`config.mk`:
```
export PLATFORM = sky130hd
export DESIGN_NAME = audio_clkgen
export DESIGN_NICKNAME = d
export VERILOG_FILES = /design/src/rtl/acg_pkg.sv /design/src/rtl/acg_mst_div.sv /design/src/rtl/acg_slv_mon.sv /design/src/rtl/audio_clkgen.sv
export SDC_FILE = /design/constraint.sdc
export NUM_CORES = 1
export LEC_CHECK = 0
export BUFFER_PORTS_ARGS = -buffer_cell sky130_fd_sc_hd__buf_2
export CAP_MARGIN = 40
export CELL_PAD_IN_SITES_DETAIL_PLACEMENT = 1
export CELL_PAD_IN_SITES_GLOBAL_PLACEMENT = 1
export CORE_MARGIN = 2
export CORE_UTILIZATION = 45
export CTS_CLUSTER_SIZE = 30
export DETAILED_ROUTE_END_ITERATION = 8
export PLACE_DENSITY_LB_ADDON = 0.2
export SLEW_MARGIN = 10
export SYNTH_ARGS = -nofsm -noshare
export SYNTH_HDL_FRONTEND = slang
export SYNTH_SLANG_ARGS = --single-unit
```
`constraint.sdc`:
```
create_clock -name clk -period 2.1 [get_ports clk]
set_clock_uncertainty 0.1 [all_clocks]
set_input_delay 0 -clock clk [delete_from_list [all_inputs] [get_ports clk]]
set_output_delay 0 -clock clk [all_outputs]
set_load 0.05 [all_outputs]
```
`src/rtl/acg_pkg.sv`:
```
package acg_pkg;

  typedef enum logic [1:0] {RAT_256, RAT_384, RAT_512, RAT_768} ratio_e;

  typedef struct packed {
    logic   slave;
    logic   hpf;
    logic   rsvd;
    ratio_e ratio;
  } mode_t;

  // Mode code to operating settings.
  function automatic mode_t decode_mode(input logic [2:0] code);
    mode_t d;
    d = '{slave: 1'b0, hpf: 1'b1, rsvd: 1'b0, ratio: RAT_256};
    case (code)
      3'b000: d.slave = 1'b1;
      3'b001: begin d.slave = 1'b1; d.hpf = 1'b0; end
      3'b010: d.ratio = RAT_256;
      3'b011: d.ratio = RAT_512;
      3'b100: d.slave = 1'b1;
      3'b101: d.ratio = RAT_384;
      3'b110: d.ratio = RAT_768;
      default: begin d.rsvd = 1'b1; d.hpf = 1'b0; end
    endcase
    return d;
  endfunction

  // Master-clock cycles per half bit clock: ratio / 128.
  function automatic logic [2:0] half_period(input ratio_e r);
    case (r)
      RAT_256: return 3'd2;
      RAT_384: return 3'd3;
      RAT_512: return 3'd4;
      default: return 3'd6;
    endcase
  endfunction

endpackage

```
`src/rtl/acg_mst_div.sv`:
```
module acg_mst_div #(
  parameter int HCNT_W    = 3,
  parameter int BITS_HALF = 32
) (
  input  logic              clk,
  input  logic              rst_n,
  input  logic              run,
  input  logic [HCNT_W-1:0] half,
  output logic              bclk,
  output logic              fsync,
  output logic              fall
);
  localparam int BCNT_W = $clog2(BITS_HALF);

  logic [HCNT_W-1:0] hcnt;
  logic [BCNT_W-1:0] bcnt;
  logic              bclk_q, fs_q, fall_q;

  wire half_done = (hcnt >= half - 1'b1);
  wire fall_now  = half_done & bclk_q;
  wire word_done = fall_now & (bcnt == BCNT_W'(BITS_HALF - 1));

  always_ff @(posedge clk or negedge rst_n) begin
    if (!rst_n) begin
      hcnt <= '0; bcnt <= '0; bclk_q <= 1'b0; fs_q <= 1'b0; fall_q <= 1'b0;
    end else if (!run) begin
      hcnt <= '0; bcnt <= '0; bclk_q <= 1'b0; fs_q <= 1'b0; fall_q <= 1'b0;
    end else begin
      fall_q <= fall_now;
      if (half_done) begin
        hcnt   <= '0;
        bclk_q <= ~bclk_q;
      end else begin
        hcnt <= hcnt + 1'b1;
      end
      if (word_done)     bcnt <= '0;
      else if (fall_now) bcnt <= bcnt + 1'b1;
      if (word_done) fs_q <= ~fs_q;
    end
  end

  assign bclk  = bclk_q;
  assign fsync = fs_q;
  assign fall  = fall_q;

  // strobe marks the cycle right after the bit clock fell
  p_strobe_edge_r5: assert property (@(posedge clk) disable iff (!rst_n)
    fall |-> $fell(bclk_q));

  // frame clock toggles only together with a falling-edge strobe
  p_fs_on_fall_r4: assert property (@(posedge clk) disable iff (!rst_n)
    (run && $past(run) && (fs_q != $past(fs_q))) |-> fall_q);

  // half-period counter stays in range while the ratio is steady
  p_hcnt_range_r2: assert property (@(posedge clk) disable iff (!rst_n)
    (run && $past(run) && $stable(half)) |-> (hcnt < half));

endmodule

```
`src/rtl/acg_slv_mon.sv`:
```
module acg_slv_mon #(
  parameter int CNT_W   = 7,
  parameter int LO_BITS = 32,
  parameter int HI_BITS = 48
) (
  input  logic clk,
  input  logic rst_n,
  input  logic run,
  input  logic ext_bclk,
  input  logic ext_fsync,
  output logic bclk,
  output logic fsync,
  output logic fall,
  output logic rate_ok,
  output logic rate_48
);
  logic             b1, b2, b3, f1, f2, f3, armed, ok_q, r48_q;
  logic [CNT_W-1:0] cnt;

  wire              fall_w  = b3 & ~b2;
  wire              fs_rise = f2 & ~f3;
  wire [CNT_W-1:0]  total   = cnt + CNT_W'(fall_w);

  always_ff @(posedge clk or negedge rst_n) begin
    if (!rst_n) begin
      {b1, b2, b3, f1, f2, f3} <= '0;
      cnt <= '0; armed <= 1'b0; ok_q <= 1'b0; r48_q <= 1'b0;
    end else if (!run) begin
      {b1, b2, b3, f1, f2, f3} <= '0;
      cnt <= '0; armed <= 1'b0; ok_q <= 1'b0; r48_q <= 1'b0;
    end else begin
      b1 <= ext_bclk;  b2 <= b1; b3 <= b2;
      f1 <= ext_fsync; f2 <= f1; f3 <= f2;
      if (fs_rise) begin
        cnt   <= '0;
        armed <= 1'b1;
        if (armed) begin
          ok_q  <= (total == CNT_W'(LO_BITS)) || (total == CNT_W'(HI_BITS));
          r48_q <= (total == CNT_W'(HI_BITS));
        end
      end else if (fall_w && (cnt != '1)) begin
        cnt <= cnt + 1'b1;
      end
    end
  end

  assign bclk    = b2;
  assign fsync   = f2;
  assign fall    = fall_w;
  assign rate_ok = ok_q;
  assign rate_48 = r48_q;

  // a 48 report is always a valid report
  p_r48_valid_r9: assert property (@(posedge clk) disable iff (!rst_n)
    r48_q |-> ok_q);

  // flags move only after a frame rise while running
  p_flag_update_r9: assert property (@(posedge clk) disable iff (!rst_n)
    (run && $past(run) && !$stable(ok_q)) |-> $past(fs_rise));

endmodule

```
`src/rtl/audio_clkgen.sv`:
```
module audio_clkgen (
  input  logic       clk,
  input  logic       rst_n,
  input  logic       pwr_dn,
  input  logic [2:0] mode,
  input  logic       ext_bclk,
  input  logic       ext_fsync,
  output logic       bclk,
  output logic       fsync,
  output logic       bclk_fall,
  output logic       slave_mode,
  output logic       hpf_on,
  output logic       rate_ok,
  output logic       rate_48
);
  import acg_pkg::*;

  localparam int HCNT_W    = 3;
  localparam int BITS_HALF = 32;

  mode_t dec;
  assign dec = decode_mode(mode);

  wire m_run = ~pwr_dn & ~dec.rsvd & ~dec.slave;
  wire s_run = ~pwr_dn & dec.slave;

  logic m_bclk, m_fs, m_fall, s_bclk, s_fs, s_fall;

  acg_mst_div #(.HCNT_W(HCNT_W), .BITS_HALF(BITS_HALF)) u_mst (
    .clk(clk), .rst_n(rst_n), .run(m_run),
    .half(HCNT_W'(half_period(dec.ratio))),
    .bclk(m_bclk), .fsync(m_fs), .fall(m_fall)
  );

  acg_slv_mon #(.CNT_W(7), .LO_BITS(BITS_HALF), .HI_BITS(48)) u_slv (
    .clk(clk), .rst_n(rst_n), .run(s_run),
    .ext_bclk(ext_bclk), .ext_fsync(ext_fsync),
    .bclk(s_bclk), .fsync(s_fs), .fall(s_fall),
    .rate_ok(rate_ok), .rate_48(rate_48)
  );

  assign bclk       = (s_run & s_bclk) | (m_run & m_bclk);
  assign fsync      = (s_run & s_fs)   | (m_run & m_fs);
  assign bclk_fall  = (s_run & s_fall) | (m_run & m_fall);
  assign slave_mode = dec.slave;
  assign hpf_on     = dec.hpf;

  // after power-down release both clocks begin low
  p_release_low_r6: assert property (@(posedge clk) disable iff (!rst_n)
    ($fell(pwr_dn) && !dec.slave) |-> (!m_bclk && !m_fs));

endmodule

```
# After elaboration in Yosys (flattened, before gate mapping)
# Cells that the tools add are included.
# totals
reg_bits,27
latch_bits,0
ramBits,0
rom_bits,0
output_inout_bits,7
word_cells,100
mem_count,0
# classes
add_sub_neg,5
multipliers,0
div,0
magnitude_cmp,1
n_eq_ne,18
n_shift,0
muxes,31
bitwise_logic,22
n_reduce_logical,8
# op_table
operator,count
two-way mux 1 bit,21
two-way mux 7 bit,3
two-way mux 5 bit,3
"== test 7 x 6 -> 1 bit, second input constant",2
bitwise AND 1 bit,13
"== test 3 bit, second input constant",3
case mux 3 bit (3 select lines),1
"inequality test 2 x 1 -> 1 bit, second input constant",4
adder 7 x 1 -> 7 bit,1
"adder 7 x 1 -> 7 bit, second input constant",1
"inequality test 7 bit, second input constant",1
OR reduction 7 bit,1
"== test 3 x 2 -> 1 bit, second input constant",2
two-way mux 3 bit,2
"inequality test 3 x 1 -> 1 bit, second input constant",2
inverter 1 bit,6
case mux 2 bit (3 select lines),1
OR reduction 6 bit,1
"adder 5 x 1 -> 5 bit, second input constant",1
"== test 5 bit, second input constant",1
"adder 3 x 1 -> 3 bit, second input constant",1
"== test 3 x 1 -> 1 bit, second input constant",1
>= comparator 3 bit,1
logical NOT 3 bit,1
9 further kinds,11

# Depth between registers and ports, before layout
# depth
ltp_word,10
mapped_depth,12
mapped_depth_nobuf,10

# Cells and area by module
# A second synthesis with hierarchy kept.
# hier_totals
hier_cells,162
area_unflattened_um2,1569.0
# modules_own_cells
mod,n_inst,cells_per_inst,area_per_inst_um2,seq_area_each_um2
acg_slv_mon,1,74,789.5,400.4
acg_mst_div,1,63,624.3,275.3
audio_clkgen,1,25,155.1,0.0

# Worst setup path before layout
# OpenSTA, ideal clock, no wires.
# synth_timing
path_kind,register to register
start,reg u_slv.b3
end,"reg u_slv.r48_q, in the netlist u_slv.rate_48"
setup_ns,0.092
arrival_time_ns,1.724
slack_ns,0.184
stages_incl_launch_ff,9
path_buffers,1
path_cell_list,dfrtp_1 nor2b_1 buf_2 ha_1 ha_1 xor2_1 nor4_1 nand3_2 o31ai_2
# synth_via
elab_chain_cells,6
# synth_lines
item,line_no,text
start: declaration,acg_slv_mon.sv:17,"logic b1, b2, b3, f1, f2, f3, armed, ok_q, r48_q;"
start signal: assignment,acg_slv_mon.sv:26,"{b1, b2, b3, f1, f2, f3} <= '0;"
start signal: assignment,acg_slv_mon.sv:29,"{b1, b2, b3, f1, f2, f3} <= '0;"
start signal: assignment,acg_slv_mon.sv:32,b1 <= ext_bclk; b2 <= b1; b3 <= b2;
bitwise AND 1 bit,acg_slv_mon.sv:20,wire fall_w = b3 & ~b2;
adder 7 x 1 -> 7 bit,acg_slv_mon.sv:22,wire [CNT_W-1:0] total = cnt + CNT_W'(fall_w);
== test 7 x 6 -> 1 bit,acg_slv_mon.sv:39,r48_q <= (total == CNT_W'(HI_BITS));
two-way mux 1 bit,acg_slv_mon.sv:37,if (armed) begin
two-way mux 1 bit,acg_slv_mon.sv:34,if (fs_rise) begin
two-way mux 1 bit,acg_slv_mon.sv:28,end else if (!run) begin
end signal: assignment,acg_slv_mon.sv:39,
end: declaration,acg_slv_mon.sv:17,
# No other way between the ends. The select of a mux whose other input is x is not followed.
# A chain may end at the register's enable or synchronous reset.

# Worst setup path after layout
# Ends and elaborated chain as after synthesis.

==> impl_summary.log <==
INFO  metric post-synth-top-area-cell = dfrtp_1
INFO  metric place_congestion = 0.809
INFO  metric flop_to_flop_setup_slack = roughly 0.21 ns
INFO  metric synth.cell_area = 0.00158 mm2
INFO  metric relSlewSlack = 59.0%
INFO  metric antennaDiodeCount = 0
INFO  metric synth_nets = between 150 and 200
INFO  metric critical_path_class = reg -> reg
INFO  metric place.port_buffers = 14
INFO  metric launch_instance_of_the_worst_register_to_register_path = u_slv.b3
INFO  metric initialDrtViolationCount = 45
INFO  metric post_drt_wl_per_cell = 15.3 um
INFO  metric final_hold_viol_count = 0
INFO  metric startpoint_kind_of_the_worst_setup_timing_path = register
INFO  metric grt_util_all_layers = 19.2%
INFO  metric worstPathCellList = nor2b_1 > ha_1 > ha_1 > xor2_1 > nor4_2 > nand3_2 > o31ai_2
INFO  metric fmaxAchievable = about 530 MHz
INFO  metric post_synthesis_cells = 157
INFO  metric n_fill_cell = 402
INFO  metric clock_tree.htree_level_count = 1
INFO  metric timing.critical_path.slowest_stage_cell = dfrtp_1
INFO  metric tightestPinTransition = 0.615 ns
INFO  metric post-cts-setup-buffer-count = 0
INFO  metric fp.coreArea = 0.00336 mm2
INFO  metric syn2layout_area_growth = 11.9%
INFO  metric critical-path-top-delay-family = adder cells
INFO  metric final_antenna_net_count = 0
INFO  metric cell_depth_of_the_worst_flop_to_flop_path = 7
INFO  metric netlist-cell-type-count = between 40 and 50
INFO  metric layout.nets = between 150 and 200
INFO  metric critical_path.reg2reg.endpoint = u_slv.rate_48
INFO  metric grt.overflow.total = 0
INFO  metric setup_violations = 0
INFO  metric timing.final.crit_share = 90.1%
INFO  metric placementRows = 21
INFO  metric ios = 15
INFO  metric synthesis.area_per_instance = 10.1 um2
INFO  metric detailedPlacementHpwl = 2.54 mm
INFO  metric via_count_of_the_first_global_routing_pass = between 1000 and 1500
INFO  metric dominantRegCellSynth = dfrtp_1
INFO  metric clk_root_buffer_cell = clkbuf_4
INFO  metric place_ws = roughly 0.07 ns
INFO  metric floorplan.die.height = approximately 63 um
INFO  metric yosysWarningCount = 0
INFO  metric timing.max_cap.violations = 0
INFO  metric setup_slack = 0.209 ns
INFO  metric critPathCaptureType = register
INFO  metric synth.area.top_cells = dfrtp_1, ha_1, xor2_1
INFO  metric cts_tree = built
INFO  metric run_status = complete, no violations
INFO  metric vdd_drop_max = 0.240 mV
INFO  metric drc = 0
INFO  metric critical_path.n_buffers_inverters = 0
INFO  metric clock_insertion_delay_worst_skew = 0.34 ns
INFO  metric initial_utilization = between 40% and 50%
INFO  metric timing.critical_path.depth = 7
INFO  metric worst-path-max-fanout = 4
INFO  metric post_synth_edffs = 0
INFO  metric hold_class = in -> async
INFO  metric area_of_the_die = around 0.004 mm2
INFO  metric grt_setup_unrepaired = no
INFO  metric drive_gt1_share = 19.1%
INFO  metric synth_largest_type_area_fraction = 42.7%
INFO  metric drt_first_pass_iters = 3
INFO  metric cp_most_frequent_cell = ha_1
INFO  metric cp_data_arrival_time = 2.06 ns
INFO  metric async_flop_share = 100%
INFO  metric clkSlewWorstSetupHoldPaths = roughly 0.15 ns
INFO  metric max_clock_buf_depth = 2
INFO  metric die-width = 63.3 um
INFO  metric summed_negative_setup_slack_over_all_endpoints = 0 ns
INFO  metric max_stage_delay = 0.41 ns
INFO  metric detailroute.via_count = between 1000 and 1500
INFO  metric drt_wl_total = 3.43 mm
INFO  metric leakagePower = 0.829 nW
INFO  metric grt_start_max_net_pins = 28
INFO  metric cellPowerDensity = 515 mW/mm2
INFO  metric number_of_flip_flops_and_latches_in_the_synthesized_netlist = 27
INFO  metric synth-seq-area-share = 42.7%
INFO  metric drv_slew = 0
INFO  metric synth_most_common_cell = dfrtp_1
INFO  metric grt_antenna_before_repair = 0
INFO  metric layout_min_cycle_time = 1.89 ns
INFO  metric route.detailed.vias_per_inst = 5.60
INFO  metric cts-buffers-inserted = 3
INFO  metric total_clock_sinks = 27
INFO  metric post_synth_most_frequent_cells = dfrtp_1, ha_1, a21oi_1
INFO  metric whs = a little over 0.1 ns
INFO  metric req_time_crit_path = between 2 and 2.5 ns
INFO  metric global_route_wire_length_before_repair = 6.08 mm
## worst max-delay path by stage
stage | start | end
after floorplan | u_slv.b3 | u_slv.rate_48
after global placement | mode[0] | u_mst.fsync
after detailed placement | mode[0] | u_mst.fsync
after CTS | u_slv.b3 | u_slv.rate_48
after global routing | u_slv.bclk | u_slv.rate_48
final | u_slv.b3 | u_slv.rate_48
## sequential cells by signal (all words and copies together) (netlist names)
signal / cells
u_slv.cnt: 7
u_mst.bcnt: 5
u_mst.hcnt: 3
u_mst.bclk: 1
u_mst.fall: 1
u_mst.fsync: 1
u_slv.armed: 1
u_slv.b1: 1
u_slv.b3: 1
u_slv.bclk: 1
u_slv.f1: 1
u_slv.f3: 1
u_slv.fsync: 1
u_slv.rate_48: 1
u_slv.rate_ok: 1
## cell families after synthesis
logic type                 synth area share (%)
AOI/OAI and AO/OA                          16.7
xor gates and xnor gates                   6.09
and+or+nand+nor                            20.4
adders and majority gates                  8.70
muxes                                     0.632
buffers and inverters                      4.82
DFF                                        42.7
## power by group
group,internal [mW],switching [mW]
Combinational,0.0524,0.0940
Sequential,0.527,0.00636
Clock,0.0747,0.157
## cell usage in the layout, fill, tap and decap left out, types with 6 or more instances in the layout
cell | netlist | routed
buf_2 | 1 | 14
ha_1 | 11 | 11
dfrtp_1 | 27 | 27
inv_1 | 8 | 8
o21ai_0 | 9 | 9
a21oi_1 | 10 | 10
nand2_1 | 6 | 6
xor2_1 | 6 | 6
nor2_1 | 8 | 8
nand3_1 | 8 | 8
and2_1 | 8 | 8
## metrics by stage
| stage | cell area, um2 | std cells | utilization [%] | power (mW) |
|---|---|---|---|---|
| floorplan | 1580 | 157 | - | 0.629 |
| global placement | 1700 | 216 | 50.5 | 0.678 |
| detailed placement | 1700 | 216 | 50.5 | 0.684 |
| CTS | 1760 | 224 | 52.5 | 0.923 |
| global route | 1770 | 224 | 52.6 | 0.958 |
| finish | 1770 | 224 | 52.6 | 0.911 |
## metal layers
metal  routed length, um  part of all wire [%]  vias up  GRT usage (%)
met3                  42                   1.2        8           2.50
met5                   0                     0        -              0
met4                  70                   2.0        0           7.88
li1                    -                     -      600              -
met1                1570                    46      635           23.7
met2                1750                    51       12           33.9
## area by class of cell
cell class,instances,area [um2],share of cell area (%)
sequential,27,676,38.2
clock buffer,4,26.3,1.48
multi-input combinational,116,837,47.3
tap,46,57.6,3.25
timing repair buffer,22,140,7.92
inverter,9,33.8,1.91
## repair_timing
action / CTS / global route
hold buffers: 4 / 0
setup endpoints to repair: 0 / 1
hold endpoints to repair: 39 / 0
gates resized for setup: 0 / 1
(Power assumes the default switching activity.)
